**config.mk**
```make
export PLATFORM = sky130hd
export DESIGN_NAME = interval_counter_channel
export DESIGN_NICKNAME = d
export VERILOG_FILES = /design/src/rtl/ictr_pkg.sv /design/src/rtl/ictr_ctrl.sv /design/src/rtl/ictr_track.sv /design/src/rtl/ictr_view.sv /design/src/rtl/interval_counter_channel.sv
export SDC_FILE = /design/constraint.sdc
export NUM_CORES = 1
export LEC_CHECK = 0
export BUFFER_PORTS_ARGS = -buffer_cell sky130_fd_sc_hd__buf_2
export CORE_AREA = 2 2 141 143
export DETAILED_ROUTE_END_ITERATION = 12
export DIE_AREA = 0 0 143 145
export PLACE_DENSITY = 0.56
export SYNTH_ARGS = -nofsm -noshare
export SYNTH_HDL_FRONTEND = slang
export SYNTH_HIERARCHICAL = 1
export SYNTH_SLANG_ARGS = --single-unit
```
**constraint.sdc**
```tcl
create_clock -name clk -period 3.6 [get_ports clk]
set_input_delay 0.36 -clock clk [delete_from_list [all_inputs] [get_ports clk]]
set_output_delay 0.36 -clock clk [all_outputs]
set_load 0.02 [all_outputs]
```
**src/rtl/ictr_pkg.sv**
```systemverilog
`timescale 1ns/1ps
package ictr_pkg;
  typedef enum logic [2:0] {
    M_TERM    = 3'd0,
    M_ONESHOT = 3'd1,
    M_RATE    = 3'd2,
    M_SQUARE  = 3'd3,
    M_SWSTRB  = 3'd4,
    M_HWSTRB  = 3'd5
  } ictr_mode_e;

  // codes 110/111 land on 010/011
  function automatic ictr_mode_e fold_mode(input logic [2:0] code);
    if (code[2] && code[1]) return ictr_mode_e'({1'b0, code[1:0]});
    else                    return ictr_mode_e'(code);
  endfunction

  function automatic logic gate_is_level(input ictr_mode_e m);
    return (m == M_TERM) || (m == M_SWSTRB);
  endfunction
endpackage

```
**src/rtl/ictr_ctrl.sv**
```systemverilog
`timescale 1ns/1ps
module ictr_ctrl
  import ictr_pkg::*;
#(
  parameter int  CW        = 16,
  parameter bit  GATE_INIT = 1'b0,
  localparam int NW        = CW + 1
) (
  input  logic          clk,
  input  logic          rst_n,
  input  logic          tick_en,
  input  logic          gate,
  input  logic          mode_wr,
  input  logic [2:0]    mode_code,
  input  logic          bcd_in,
  input  logic          load,
  input  logic [CW-1:0] load_val,
  output ictr_mode_e    mode_q,
  output logic          bcd_q,
  output logic [NW-1:0] init_q,
  output logic          programmed_q,
  output logic          loaded_q,
  output logic          clr,
  output logic          adv
);
  ictr_mode_e    mode_d;
  logic          bcd_d, programmed_d, loaded_d, gate_q, rise;
  logic [NW-1:0] init_d;

  assign rise = gate & ~gate_q;

  always_comb begin
    mode_d       = mode_q;
    bcd_d        = bcd_q;
    init_d       = init_q;
    programmed_d = programmed_q;
    loaded_d     = loaded_q;
    if (mode_wr) begin
      mode_d       = fold_mode(mode_code);
      bcd_d        = bcd_in;
      programmed_d = 1'b1;
      loaded_d     = 1'b0;
    end
    if (load) begin
      init_d   = (load_val == '0) ? {1'b1, {CW{1'b0}}} : {1'b0, load_val};
      loaded_d = 1'b1;
    end
  end

  always_comb begin
    clr = mode_wr | load | (loaded_q & rise & ~gate_is_level(mode_q));
    adv = ~clr & programmed_q & loaded_q & tick_en & (gate | ~gate_is_level(mode_q));
  end

  always_ff @(posedge clk or negedge rst_n) begin
    if (!rst_n) begin
      mode_q       <= M_TERM;
      bcd_q        <= 1'b0;
      init_q       <= {1'b1, {CW{1'b0}}};
      programmed_q <= 1'b0;
      loaded_q     <= 1'b0;
      gate_q       <= GATE_INIT;
    end else begin
      mode_q       <= mode_d;
      bcd_q        <= bcd_d;
      init_q       <= init_d;
      programmed_q <= programmed_d;
      loaded_q     <= loaded_d;
      gate_q       <= gate;
    end
  end
endmodule

```
**src/rtl/ictr_track.sv**
```systemverilog
`timescale 1ns/1ps
module ictr_track #(
  parameter int  CW = 16,
  localparam int NW = CW + 1
) (
  input  logic          clk,
  input  logic          rst_n,
  input  logic          clr,
  input  logic          adv,
  input  logic [NW-1:0] init,
  output logic [NW-1:0] elapsed_q,
  output logic [NW-1:0] phase_q,
  output logic [NW-1:0] dphase_q,
  output logic          reached_q,
  output logic          passed_q,
  output logic          started_q
);
  logic [NW-1:0] elapsed_d, phase_d, dphase_d, elapsed_inc, phase_inc;
  logic [NW:0]   dsum;
  logic          reached_d, passed_d, started_d;

  assign elapsed_inc = elapsed_q + 1'b1;
  assign phase_inc   = phase_q + 1'b1;
  assign dsum        = {1'b0, dphase_q} + 2'd2;

  always_comb begin
    elapsed_d = elapsed_q;
    phase_d   = phase_q;
    dphase_d  = dphase_q;
    reached_d = reached_q;
    passed_d  = passed_q;
    started_d = started_q;
    if (clr) begin
      elapsed_d = '0;
      phase_d   = '0;
      dphase_d  = '0;
      reached_d = 1'b0;
      passed_d  = 1'b0;
      started_d = 1'b0;
    end else if (adv) begin
      elapsed_d = elapsed_inc;
      phase_d   = (phase_inc == init) ? '0 : phase_inc;
      if (init == NW'(1))               dphase_d = '0;
      else if (dsum >= {1'b0, init})    dphase_d = NW'(dsum - {1'b0, init});
      else                              dphase_d = dsum[NW-1:0];
      reached_d = reached_q | (elapsed_inc == init);
      passed_d  = passed_q | reached_q;
      started_d = 1'b1;
    end
  end

  always_ff @(posedge clk or negedge rst_n) begin
    if (!rst_n) begin
      elapsed_q <= '0;
      phase_q   <= '0;
      dphase_q  <= '0;
      reached_q <= 1'b0;
      passed_q  <= 1'b0;
      started_q <= 1'b0;
    end else begin
      elapsed_q <= elapsed_d;
      phase_q   <= phase_d;
      dphase_q  <= dphase_d;
      reached_q <= reached_d;
      passed_q  <= passed_d;
      started_q <= started_d;
    end
  end
endmodule

```
**src/rtl/ictr_view.sv**
```systemverilog
`timescale 1ns/1ps
module ictr_view
  import ictr_pkg::*;
#(
  parameter int  CW = 16,
  localparam int NW = CW + 1
) (
  input  ictr_mode_e    mode,
  input  logic          programmed,
  input  logic          loaded,
  input  logic [NW-1:0] init,
  input  logic [NW-1:0] elapsed,
  input  logic [NW-1:0] phase,
  input  logic [NW-1:0] dphase,
  input  logic          reached,
  input  logic          passed,
  input  logic          started,
  output logic [CW-1:0] count,
  output logic          out
);
  logic [NW-1:0] rem_lin, rem_rate, rem_sq;
  logic [NW:0]   half;
  logic          wave;

  assign rem_lin  = init - elapsed;
  assign rem_rate = init - phase;
  assign rem_sq   = init - dphase;
  assign half     = ({1'b0, init} + 1'b1) >> 1;

  always_comb begin
    unique case (mode)
      M_RATE:   begin count = rem_rate[CW-1:0]; wave = started & (phase == '0); end
      M_SQUARE: begin count = rem_sq[CW-1:0];   wave = ({1'b0, phase} < half); end
      M_SWSTRB,
      M_HWSTRB: begin count = rem_lin[CW-1:0];  wave = reached & ~passed; end
      default:  begin count = rem_lin[CW-1:0];  wave = reached; end
    endcase
    if (!programmed)  out = 1'b0;
    else if (!loaded) out = (mode != M_TERM);
    else              out = wave;
  end
endmodule

```
**src/rtl/interval_counter_channel.sv**
```systemverilog
`timescale 1ns/1ps
module interval_counter_channel
  import ictr_pkg::*;
#(
  parameter int  CW        = 16,
  parameter bit  GATE_INIT = 1'b0,
  localparam int NW        = CW + 1
) (
  input  logic          clk,
  input  logic          rst_n,
  input  logic          tick_en,
  input  logic          gate,
  input  logic          mode_wr,
  input  logic [2:0]    mode_code,
  input  logic          bcd_in,
  input  logic          load,
  input  logic [CW-1:0] load_val,
  output logic [CW-1:0] count_o,
  output logic          out_o,
  output logic          bcd_o
);
  ictr_mode_e    mode_q;
  logic [NW-1:0] init_q, elapsed_q, phase_q, dphase_q;
  logic          programmed_q, loaded_q, clr, adv;
  logic          reached_q, passed_q, started_q;

  ictr_ctrl #(.CW(CW), .GATE_INIT(GATE_INIT)) u_ctrl (
    .clk(clk), .rst_n(rst_n), .tick_en(tick_en), .gate(gate),
    .mode_wr(mode_wr), .mode_code(mode_code), .bcd_in(bcd_in),
    .load(load), .load_val(load_val), .mode_q(mode_q), .bcd_q(bcd_o),
    .init_q(init_q), .programmed_q(programmed_q), .loaded_q(loaded_q),
    .clr(clr), .adv(adv)
  );

  ictr_track #(.CW(CW)) u_track (
    .clk(clk), .rst_n(rst_n), .clr(clr), .adv(adv), .init(init_q),
    .elapsed_q(elapsed_q), .phase_q(phase_q), .dphase_q(dphase_q),
    .reached_q(reached_q), .passed_q(passed_q), .started_q(started_q)
  );

  ictr_view #(.CW(CW)) u_view (
    .mode(mode_q), .programmed(programmed_q), .loaded(loaded_q),
    .init(init_q), .elapsed(elapsed_q), .phase(phase_q), .dphase(dphase_q),
    .reached(reached_q), .passed(passed_q), .started(started_q),
    .count(count_o), .out(out_o)
  );

  // nothing drives the output before a mode exists
  p_quiet_unprogrammed_r1: assert property (@(posedge clk) disable iff (!rst_n)
    !programmed_q |-> !out_o);

  // zero load reads back as the wrapped 65536
  p_zero_load_r2: assert property (@(posedge clk) disable iff (!rst_n)
    (load && load_val == '0) |=> (count_o == '0));

  // folded mode never leaves the legal range
  p_mode_legal_r3: assert property (@(posedge clk) disable iff (!rst_n)
    programmed_q |-> (mode_q <= M_HWSTRB));

  // idle level after a bare mode write
  p_idle_level_r4: assert property (@(posedge clk) disable iff (!rst_n)
    (mode_wr && !load) |=> (out_o == (mode_q != M_TERM)));

  // terminal-count level is sticky
  p_term_sticky_r5: assert property (@(posedge clk) disable iff (!rst_n)
    (loaded_q && mode_q == M_TERM && out_o && !mode_wr && !load) |=> out_o);

  // low gate freezes the level-gated modes
  p_gate_freeze_r6: assert property (@(posedge clk) disable iff (!rst_n)
    (loaded_q && gate_is_level(mode_q) && !gate && !mode_wr && !load)
      |=> $stable(count_o));

  // strobe ends at the next counted tick
  p_strobe_once_r10: assert property (@(posedge clk) disable iff (!rst_n)
    ((mode_q == M_SWSTRB || mode_q == M_HWSTRB) && out_o && adv) |=> !out_o);
endmodule

```
# [Word level (Yosys, flattened, before mapping)]
# Cells that the tools add are included.
[totals] input_bits=26 n_memories=0 register_bits=78 out_inout_bits=18 ram_bits=0 rom_bits=0 latchBits=0 elab_cells=79
[classes] eq_ne=7 n_addsub=8 muxes=23 shift=0 n_mul=0 magnitude_cmp=2 n_bitwise=18 reduce_logical=9 n_div=0
[ops] op="$mux W17" count=10
[ops] op="$sub A16 B16 Y16" count=3
[ops] op="$add A17 B1 Y17 const B" count=2
[ops] op="$eq A17 B17 Y1" count=2
[ops] op="$pmux W16 S2" count=1
[ops] op="$add A17 B1 Y18 const B" count=1
[ops] op="$add A17 B2 Y18 const B" count=1
[ops] op="$ge A18 B17 Y1" count=1
[ops] op="$eq A17 B1 Y1 const B" count=1
[ops] op="$logic_not A17 Y1" count=1
[ops] op="$lt A17 B17 Y1" count=1
[ops] op="$sub A17 B17 Y17" count=1
[ops] op="$logic_not A16 Y1" count=1
[ops] op="$mux W1" count=10
[ops] op="$and A1 B1 Y1" count=9
[ops] op="$eq A3 B2 Y1 const B" count=2
[ops] op="$eq A3 B3 Y1 const B" count=2
[ops] op="$or A1 B1 Y1" count=5
[ops] op="$not A1 Y1" count=4
[ops] op="$reduce_bool A2 Y1" count=2
[ops] op="$logic_not A3 Y1" count=1
[ops] op="$mux W3" count=1
[ops] op="$pmux W1 S3" count=1
[ops] op="$reduce_bool A3 Y1" count=1
[ops] op="3 further kinds" count=3

# [Depth between registers and ports, before layout]
# Gate-level depths: netlist of the first run.
[depth] word_depth=12 ltp_mapped=16

# [Modules after synthesis]
# The synthesis of the first run kept the hierarchy.
[modules_own_cells] module="ictr_track" area_per_inst_um2=4888.4 seq_area_each_um2=1351.3 cells_each=588 n_inst=1
[modules_own_cells] module="ictr_view" area_per_inst_um2=1716.6 seq_area_each_um2=0.0 cells_each=230 n_inst=1
[modules_own_cells] module="ictr_ctrl" area_per_inst_um2=992.2 seq_area_each_um2=601.8 cells_each=65 n_inst=1

# [Worst setup path before layout of the first run]
# OpenSTA, ideal clock, no wires.
[synth_timing] kind="reg2reg" start="register u_track.dphase_q[1]" end="register u_track.dphase_q[3]" setup_time_ps=121 stages_incl_launch_ff=14 period_less_slack_ps=3227 required_ps=3479 arrival_ps=3106 path_slack_ps=373 path_cell_list="dfrtp_1 -> ha_1 -> nand3_1 -> inv_1 -> nand3_1 -> o21a_1 -> or2_2 -> ha_1 -> a21oi_1 -> nand2_4 -> a211oi_4 -> buf_6 -> o21ai_2 -> a22o_1"
[synth_between] elab_chain_cells=6 word_cells_on_any_way=7
[synth_rtl] item="from (decl)" line="ictr_track.sv:13" source="output logic [NW-1:0] dphase_q,"
[synth_rtl] item="from (signal assigned)" line="ictr_track.sv:63" source="dphase_q <= dphase_d;"
[synth_rtl] item="$add A17 B2 Y18 (*)" line="ictr_track.sv:24" source="assign dsum = {1'b0, dphase_q} + 2'd2;"
[synth_rtl] item="$sub A17 B17 Y17 / $ge A18 B17 Y1 (equally long branches)" line="ictr_track.sv:44" source="else if (dsum >= {1'b0, init}) dphase_d = NW'(dsum - {1'b0, init});"
[synth_rtl] item="$mux W17 (*)" line="ictr_track.sv:44"
[synth_rtl] item="$mux W17 (*)" line="ictr_track.sv:43" source="if (init == NW'(1)) dphase_d = '0;"
[synth_rtl] item="$mux W17 (*)" line="ictr_track.sv:40" source="end else if (adv) begin"
[synth_rtl] item="$mux W17 (*)" line="ictr_track.sv:33" source="if (clr) begin"
# Mark *: on every way between the ends. The rest lies on a longest branch, timed or not. The select of a mux whose other input is x is not followed.
# A chain may end at the register's enable or synchronous reset.

# [Worst setup path after layout of the first run]
[layout_timing] start="register u_ctrl.mode_q[0]" end="output count_o[15]"
[layout_between] elab_chain_cells=2 word_cells_on_any_way=3
[layout_rtl] item="from (decl)" line="ictr_ctrl.sv:18" source="output ictr_mode_e mode_q,"
[layout_rtl] item="from (signal assigned)" line="ictr_ctrl.sv:64" source="mode_q <= mode_d;"
[layout_rtl] item="$eq A3 B2 Y1" line="ictr_view.sv:31" source="unique case (mode)"
[layout_rtl] item="$pmux W16 S2 (*)" line="ictr_view.sv:31"
[layout_rtl] item="to (decl)" line="interval_counter_channel.sv:18" source="output logic [CW-1:0] count_o,"
# Mark *: on every way between the ends. The rest lies on a longest branch, timed or not.

==> out/metrics.csv, run 1 <==
metric,value,unit
Initial Utilization,39.55,%
Synth Net Count,963,
YS warnings,6,
Clock Latency Late Sink,0.36,ns
area of the multi-input gates,5410,sq um
Worst path top cell family by delay,compound AO/OA/AOI/OAI gates,
Critical Path Start Type,flip-flop,
clock root buffer,clkbuf_16,
Pre-antenna DRT Iters,5,
total global routing overflow,0,
crit-path max cell delay,0.47,ns
antenna violations before repair,0,
Async SR Flop Fraction,100.0,%
XOR/XNOR Fraction of Synth Area,14.87,%
Syn Std Cell Area,7597,sq um
H-tree levels,3,
Finished Cell Area,8828,sq um
via count,6992,
TritonCTS clock tree,done,
flip-flop and latch count after synthesis,78,
total clock sinks,78,
DP Cell Count,1196,
Post-Syn Area per Cell,8.604,sq um
DPL Wire Length,17780,um
Util after Layout,45.96,%
final critical-path required period,3.430,ns
port bufs,43,
CP max FO,18,
DR WL/cell,20.16,um
Critical Path End Type,primary output,
post-synthesis cell count,883,
Setup TNS,0,ns
die width,143,um
ys flop type,dfrtp_1,
Pwr per Cell Area,317.1,nW/um^2
Post-synth EDFFs,0,
post-synth cell types,90,
largest family of logic cells by synthesized area,simple AND/OR/NAND/NOR gates,
Static Leak,3.670,nW
final setup vio count,0,
post-synthesis compound-gate area fraction,16.67,%
total track usage,23.83,%
final net count,1030,
simple-gate share of the synthesized area,23.34,%
top-level port count,44,
Die ar.,20740,sq um
ratio of cells with drive above 1 in the final layout,20.10,%
Worst-path clk slew,0.07,ns
Slew @ Worst Pin,0.8226,ns
critical path type,flip-flop to primary output,
Crit path required time,3.24,ns
CP max stage cell,dfrtp_2,
Layout area overhead,16.21,%
Tcrit/Tclk final,95.29,%
initial DRC count,581,
"Seq/Total Area, Yosys",25.71,%
CTS Buf Count,9,
Critical Path AT,3.07,ns
post-route non-filler standard cell count,1221,
Worst Path Buf+Inv,2,
most frequent CP cell,a21oi_1,
first-pass GRT wire length,37940,um
Reg area,1957,sq um
critical path cell sequence,buf_12 -> mux2i_2 -> nor2_1 -> a21oi_1 -> ha_2 -> a21oi_1 -> nor2b_1 -> o21ai_2 -> o211ai_1 -> o31ai_2 -> xnor2_1 -> buf_2,
drt drc,0,
Power Total,2.800,mW
Routed Wire Length,24610,um
post-synthesis mux area share,5.715,%
number of global-route vias before repair,6569,
Max Root-Sink Buffers,2,
routability cong.,0.8863,
antenna-violating nets left,0,
Fmax,291.5,MHz
num rows,51,
fill count,1897,
normalized max-slew margin,45.16,%
run status,finished clean,
largest net degree at the start of global routing,60,
Final Slew Violations,0,
max_cap viols,0,
Final Hold Viols,0,
CORE AREA,19210,sq um
Via-to-Cell Ratio,5.726,
Post-DP Area,8287,sq um
adder-cell share of the synthesized area,9.091,%
Max VDD drop,0.0001926,V
clock skew,0.008854,ns
Hold/Removal Path Class,input pin to async pin,
Die Y,145,um
-- cell usage after synthesis, types with 8 or more instances --
library cell	number	area, sq um
inv_1	35	131.4
mux2_4	8	120.1
xor2_1	50	437.9
ha_1	52	650.6
xnor2_1	79	691.9
dfrtp_1	77	1927
nor3_1	29	145.1
o21ai_0	31	155.2
buf_2	14	70.07
and3_1	15	93.84
nor2_1	70	262.8
nand3_1	40	200.2
nand2_1	65	244.0
a21o_1	8	60.06
a21oi_1	53	265.3
nand4_1	30	187.7
mux2_2	11	123.9
mux2i_1	19	190.2
nand2b_1	11	68.82
nor4_1	14	87.58
clkbuf_1	12	45.04
-- state kept, by name (all words and copies together), names as in the netlist --
register	flops
u_ctrl/mode_q	3
u_track/elapsed_q	17
u_ctrl/bcd_q	1
u_ctrl/programmed_q	1
u_track/reached_q	1
u_ctrl/gate_q	1
u_track/dphase_q	17
u_track/passed_q	1
u_track/phase_q	17
u_ctrl/loaded_q	1
u_track/started_q	1
u_ctrl/init_q	17
-- through the flow --
stage	hold WS (ns)	setup slack, ns
CTS	0.1226	0.05415
global placement	0.4728	0.2104
detailed placement	0.4835	0.1488
global route	0.1358	-0.0003999
finish	0.09520	0.1695
floorplan	0.06441	0.3728
-- power breakdown --
| group | internal [mW] | switching (mW) | leakage (nW) |
|---|---|---|---|
| clock | 0.700 | 0.411 | 0.166 |
| sequential | 0.901 | 0.0548 | 1.03 |
| combinational | 0.298 | 0.436 | 2.48 |
| total | 1.90 | 0.901 | 3.67 |
-- path summary, 6_finish.rpt --
check	startpoint	to	slack [ns]	depth (start not counted)
max	u_ctrl/mode_q[0]	count_o[15]	0.17	12
min	rst_n	u_ctrl/init_q[15]	0.1	1
max reg2reg	u_track/dphase_q[2]	u_track/dphase_q[3]	0.23	17
min reg2reg	u_ctrl/programmed_q	u_ctrl/programmed_q	0.50	1
max in group asynchronous	rst_n	u_ctrl/mode_q[0]	2.70	2
min in group clk	gate	u_ctrl/gate_q	0.14	1
-- routing by layer --
metal	track usage (%)	up-vias	wire [um]
met1	32.63	3399	11130
li1	-	3324	-
met3	5.083	54	1431
met2	37.11	215	11280
met4	8.119	0	775
met5	0	-	0
-- logic make-up after synthesis --
logic type,after synthesis
simple gates,330
flops,78
xor+xnor,129
mux,38
fa+ha+maj,54
buf+inv,72
compound gates,182
-- worst reg2reg max path, delay by kind of cell (launching register included) --
family | cells | cell delay, ns
and+or+nand+nor | 7 | 1.22
AOI/OAI and AO/OA | 5 | 0.69
adders and majority gates | 2 | 0.58
DFF | 1 | 0.42
buffers and inverters | 3 | 0.37
-- timing repair --
item                       in CTS  in global routing
resized for setup               3                 23
pin swaps                       1                  4
setup endpoints to repair       4                 23
buffers inserted                1                  5
hold endpoints to repair        0                  0
cloned                          0                  2
hold buffers                    0                  0
-- layout make-up --
type | instances | area share, %
tap | 265 | 3.756
multi-input combinational | 734 | 61.28
clock inverter | 5 | 1.205
inverter | 35 | 1.488
timing repair buffer | 92 | 7.327
sequential | 78 | 22.17
antenna | 1 | 0.02834
clock buffer | 11 | 2.749
-- placed cells by master, fill, tap and decap left out, types with 11 or more instances in the layout --
cell,instances
xnor2_1,78
dfrtp_1,74
nor2_1,68
nand2_1,64
a21oi_1,52
xor2_1,50
ha_1,50
buf_4,46
buf_2,41
nand3_1,39
inv_1,35
nand4_1,30
o21ai_0,30
nor3_1,26
mux2i_1,18
and3_1,15
nor4_1,14
mux2_2,11
No activity file was read; power rests on OpenSTA's default activity.
==> run 2, diff against run 1 <==
CAP_MARGIN = 0   (was default)
CELL_PAD_IN_SITES_DETAIL_PLACEMENT = 0   (was default)
CELL_PAD_IN_SITES_GLOBAL_PLACEMENT = 1   (was default)
PLACE_DENSITY = 0.69   (was 0.56)
clock period = 4.2 ns   (was 3.6 ns; I/O delays follow)
==> run 2 against run 1 <==
Net effect:
- via count fell by 2.9%
- hold slack got worse by 0.026 ns
- clock-buffer cell count fell by 2
- clock power fell by 26%
- register-to-register slack improved by 0.22 ns
- power fell by 20%
- design area fell by 4.2%
- highest routed layer unchanged
==> out/metrics.csv, run 2 (synthesis results as in run 1) <==
metric,value,unit,change
top-level port count,44,,unchanged
final setup vio count,0,,unchanged
Die ar.,20740,sq um,unchanged
Worst R2R Setup Slack,0.45,ns,+0.22 ns
"commonest non-fill, non-tap cell in the layout",xnor2_1,,
final critical-path required period,3.885,ns,
TritonCTS clock tree,done,,
Max VDD drop,0.0002021,V,+5.0%
Routed Wire Length,23990,um,-2.5%
Pwr per Cell Area,264.6,nW/um^2,-17%
fill count,1911,,+0.74%
Static Leak,3.505,nW,-4.5%
total clock sinks,78,,unchanged
via count,6787,,-2.9%
CTS Buf Count,9,,unchanged
Via-to-Cell Ratio,5.665,,-1.1%
# Post-CTS Setup Buffers,0,,-1
Final Slew Violations,0,,unchanged
CORE AREA,19210,sq um,unchanged
DPL Wire Length,17900,um,+0.73%
clock skew,0.01766,ns,+0.008805 ns
routability cong.,0.8574,,-3.3%
Hold/Removal Path Class,input pin to async pin,,
Post-CTS Hold Buffers,0,,unchanged
Tcrit/Tclk final,92.50,%,
largest net degree at the start of global routing,47,,-22%
normalized max-slew margin,51.89,%,+6.7 points
DR WL/cell,20.02,um,-0.67%
Clock Latency Late Sink,0.36,ns,about the same
port bufs,43,,unchanged
ratio of cells with drive above 1 in the final layout,16.40,%,-3.7 points
Initial Utilization,39.55,%,unchanged
die width,143,um,unchanged
cts repair resizes,0,,-3
clock root buffer,clkbuf_16,,
Reg area,1953,sq um,-0.19%
num rows,51,,unchanged
Critical Path End Type,primary output,,
Worst-path clk slew,0.08,ns,about the same
Crit path required time,3.78,ns,+0.54 ns
area of the multi-input gates,5313,sq um,-1.8%
Critical Path AT,3.46,ns,+0.39 ns
Setup WS pre-CTS,0.4435,ns,+0.2947 ns
H-tree levels,3,,unchanged
total track usage,23.63,%,-0.20 points
CP max FO,21,,+3
critical path type,flip-flop to primary output,,
Setup TNS,0,ns,unchanged
first-pass GRT wire length,37690,um,-0.66%
antenna-violating nets left,0,,unchanged
total global routing overflow,0,,unchanged
Critical Path Start Type,flip-flop,,
initial DRC count,549,,-5.5%
run status,finished clean,,
Die Y,145,um,unchanged
Slew @ Worst Pin,0.7103,ns,-0.1122 ns
Final Hold Viols,0,,unchanged
drt drc,0,,unchanged
Pre-antenna DRT Iters,5,,unchanged
number of global-route vias before repair,6409,,-2.4%
Fmax,257.4,MHz,
antenna violations before repair,0,,unchanged
max_cap viols,0,,unchanged
final net count,1008,,-2.1%
slack of the critical path,0.3151,ns,+0.1456 ns
Max Root-Sink Buffers,2,,unchanged
Layout area overhead,11.30,%,
most frequent cells in the layout,"79 x xnor2_1, 77 x dfrtp_1, 70 x nor2_1, 65 x nand2_1, 53 x a21oi_1",,
# diodes,0,,-1
RSZ-0062 raised after global routing,false,,
run 2: cell types whose count changed in the layout (fill, tap and decap cells not counted), sizes merged:
cell      previous run  this run
buf                 91        71
inv                 36        40
bufinv               3         0
clkbuf              12         9
clkinv               0         2
a211oi              12        11
clkinvlp             1         0
diode                1         0
run 2: power breakdown:
group	internal, mW	total, mW	switching [mW]
combinational	0.241	0.588	0.347
clock	0.423	0.823	0.401
sequential	0.771	0.826	0.0550
run 2: layer usage:
layer  up-vias  GRT usage, %  wire, um
li1       3292             -         -
met1      3260         34.67     11540
met2       207         35.98     10730
met3        28         3.069      1236
met4         0         7.178       479
met5         -             0         0
run 2: through the flow:
stage	power, mW	hold slack [ns]	cell area (sq um)	util, %	std cells
global placement	1.428	0.4771	8157	42.47	1182
CTS	2.253	0.1015	8456	44.02	1198
finish	2.237	0.06882	8456	44.02	1198
detailed placement	1.427	0.4818	8157	42.47	1182
global route	2.341	0.1239	8456	44.02	1198
floorplan	1.221	0.1244	7597	-	883
run 2: worst paths after layout:
| path | start | endpoint | cells after the start |
|---|---|---|---|
| worst max-delay path | u_ctrl/mode_q[1] | count_o[15] | 12 |
| worst min-delay path | rst_n | u_track/phase_q[3] | 1 |
| worst max register to register | u_track/dphase_q[1] | u_track/dphase_q[7] | 15 |
| worst min register to register | u_track/passed_q | u_track/passed_q | 2 |
| max in group asynchronous | rst_n | u_ctrl/init_q[16] | 2 |
| min in group clk | gate | u_ctrl/gate_q | 1 |
run 2: cell type report:
type | instances | area share, %
multi-input combinational | 733 | 62.83
timing repair buffer | 71 | 5.061
clock inverter | 7 | 0.8730
clock buffer | 9 | 2.664
tap | 265 | 3.921
inverter | 35 | 1.554
sequential | 78 | 23.10
run 2: critical path: stages (launching register included):
cell      delay [ns]
dfrtp_1         0.45
nand2b_1        0.30
buf_4           0.30
nor2_1          0.08
a21oi_1         0.28
ha_1            0.29
nor2b_1         0.13
o31a_1          0.26
o21ai_2         0.21
a211oi_2        0.13
o31ai_2         0.32
xnor2_1         0.15
buf_2           0.18
==> run 3, diff against run 2 <==
BUFFER_PORTS_ARGS = -buffer_cell sky130_fd_sc_hd__clkbuf_2   (was -buffer_cell sky130_fd_sc_hd__buf_2)
==> run 3 against run 2 <==
Net effect:
- register-to-register slack got worse by 0.05 ns
- die area did not move
- cell count did not move
- sequential share of layout area barely moved
- sequential power fell by 0.5%
- global-route usage fell by 0.30 points
- power fell by 0.61%
- hold slack got worse by 0.010 ns
- combinational power rose by 1%
- clock skew fell by 0.0066 ns
- largest power group unchanged
==> out/metrics.csv, run 3 (synthesis results as in run 1) <==
metric,value,unit,change
run status,finished clean,,
top-level port count,44,,unchanged
Tcrit/Tclk final,93.60,%,+1.1 points
max_cap viols,0,,unchanged
Post-CTS Hold Buffers,0,,unchanged
Static Leak,3.512,nW,+0.21%
routability cong.,0.8819,,+2.9%
num rows,51,,unchanged
most frequent cells in the layout,"79 x xnor2_1, 77 x dfrtp_1, 70 x nor2_1, 65 x nand2_1, 53 x a21oi_1",,
Initial Utilization,39.55,%,unchanged
normalized max-slew margin,49.42,%,-2.5 points
total track usage,23.33,%,-0.30 points
total clock sinks,78,,unchanged
largest net degree at the start of global routing,45,,-4.3%
antenna violations before repair,0,,unchanged
Hold/Removal Path Class,input pin to async pin,,
drt drc,0,,unchanged
Final Slew Violations,0,,unchanged
number of global-route vias before repair,6447,,+0.59%
Critical Path End Type,primary output,,
hold slack,0.05851,ns,-0.01031 ns
Die Y,145,um,unchanged
DR WL/cell,19.94,um,-0.43%
CTS Buf Count,9,,unchanged
# Post-CTS Setup Buffers,0,,unchanged
cts repair resizes,0,,unchanged
first-pass GRT wire length,37350,um,-0.92%
# diodes,0,,unchanged
Die ar.,20740,sq um,unchanged
Worst-path clk slew,0.08,ns,about the same
Crit path required time,3.78,ns,about the same
Pre-antenna DRT Iters,7,,+2
CP max FO,17,,-19%
final critical-path required period,3.931,ns,+0.04648 ns
Power Total,2.224,mW,-0.61%
total global routing overflow,0,,unchanged
"commonest non-fill, non-tap cell in the layout",xnor2_1,,
Setup WS pre-CTS,0.4471,ns,+0.003558 ns
final setup vio count,0,,unchanged
Slew @ Worst Pin,0.7482,ns,+0.03782 ns
final net count,1008,,unchanged
critical path type,flip-flop to primary output,,
antenna-violating nets left,0,,unchanged
slack of the critical path,0.2686,ns,-0.04648 ns
port bufs,43,,unchanged
die width,143,um,unchanged
Max VDD drop,0.0001279,V,-37%
Final Hold Viols,0,,unchanged
Clock Latency Late Sink,0.36,ns,about the same
via count,6720,,-0.99%
Routed Wire Length,23890,um,-0.43%
Fmax,254.4,MHz,-1.2%
TritonCTS clock tree,done,,
RSZ-0062 raised after global routing,false,,
Setup TNS,0,ns,unchanged
H-tree levels,3,,unchanged
CORE AREA,19210,sq um,unchanged
Critical Path Start Type,flip-flop,,
DPL Wire Length,17930,um,+0.14%
ratio of cells with drive above 1 in the final layout,16.40,%,unchanged
Critical Path AT,3.51,ns,+0.05 ns
Layout area overhead,11.26,%,about the same
Max Root-Sink Buffers,2,,unchanged
initial DRC count,534,,-2.7%
clock skew,0.01107,ns,-0.006593 ns
Via-to-Cell Ratio,5.609,,-0.99%
clock root buffer,clkbuf_16,,
Pwr per Cell Area,263.1,nW/um^2,-0.58%
==> run 3: critical path, cell delays in order (launching register included) <==
cell and delay, ns:
dfrtp_1 0.45, nand2b_1 0.32, buf_4 0.28, nor2_1 0.09, a21oi_1 0.32, ha_1 0.30
nor2b_1 0.14, o31a_1 0.27, o21ai_2 0.21, a211oi_2 0.13, o31ai_2 0.30, xnor2_1 0.15
clkbuf_2 0.19
==> run 3: metal layers <==
metal | vias to the layer above | track usage (%) | wire [um]
li1 | 3286 | - | -
met1 | 3219 | 34.12 | 11580
met2 | 178 | 35.29 | 10610
met3 | 37 | 2.442 | 1036
met4 | 0 | 8.663 | 661
met5 | - | 0 | 0
==> run 3: stage by stage <==
step | cells | utilization [%] | cell area, sq um
4_1_cts | 1198 | 44.01 | 8453
5_1_grt | 1198 | 44.01 | 8453
2_1_floorplan | 883 | - | 7597
6_report | 1198 | 44.01 | 8453
3_5_place_dp | 1182 | 42.47 | 8157
3_3_place_gp | 1182 | 42.47 | 8157
==> run 3: cell type report <==
class | count | area (sq um)
timing repair buffer | 71 | 427.9
sequential | 78 | 1953
clock inverter | 7 | 71.32
multi-input combinational | 733 | 5313
tap | 265 | 331.6
clock buffer | 9 | 225.2
fill | 1941 | 10750
inverter | 35 | 131.4
==> run 3: worst paths after layout <==
check,endpoint,from,cells after the start,slack [ns]
max in group asynchronous,u_ctrl/init_q[16],rst_n,2,3.21
setup / recovery,count_o[15],u_ctrl/mode_q[1],12,0.27
min in group clk,u_ctrl/gate_q,gate,1,0.20
setup reg to reg,u_track/dphase_q[8],u_track/dphase_q[1],13,0.40
hold / removal,u_track/phase_q[6],rst_n,1,0.06
hold reg to reg,u_ctrl/programmed_q,u_ctrl/programmed_q,1,0.50
==> run 3: power by group <==
part | internal (mW) | switching (mW)
clock network | 0.421 | 0.386
logic | 0.241 | 0.353
registers | 0.771 | 0.0516
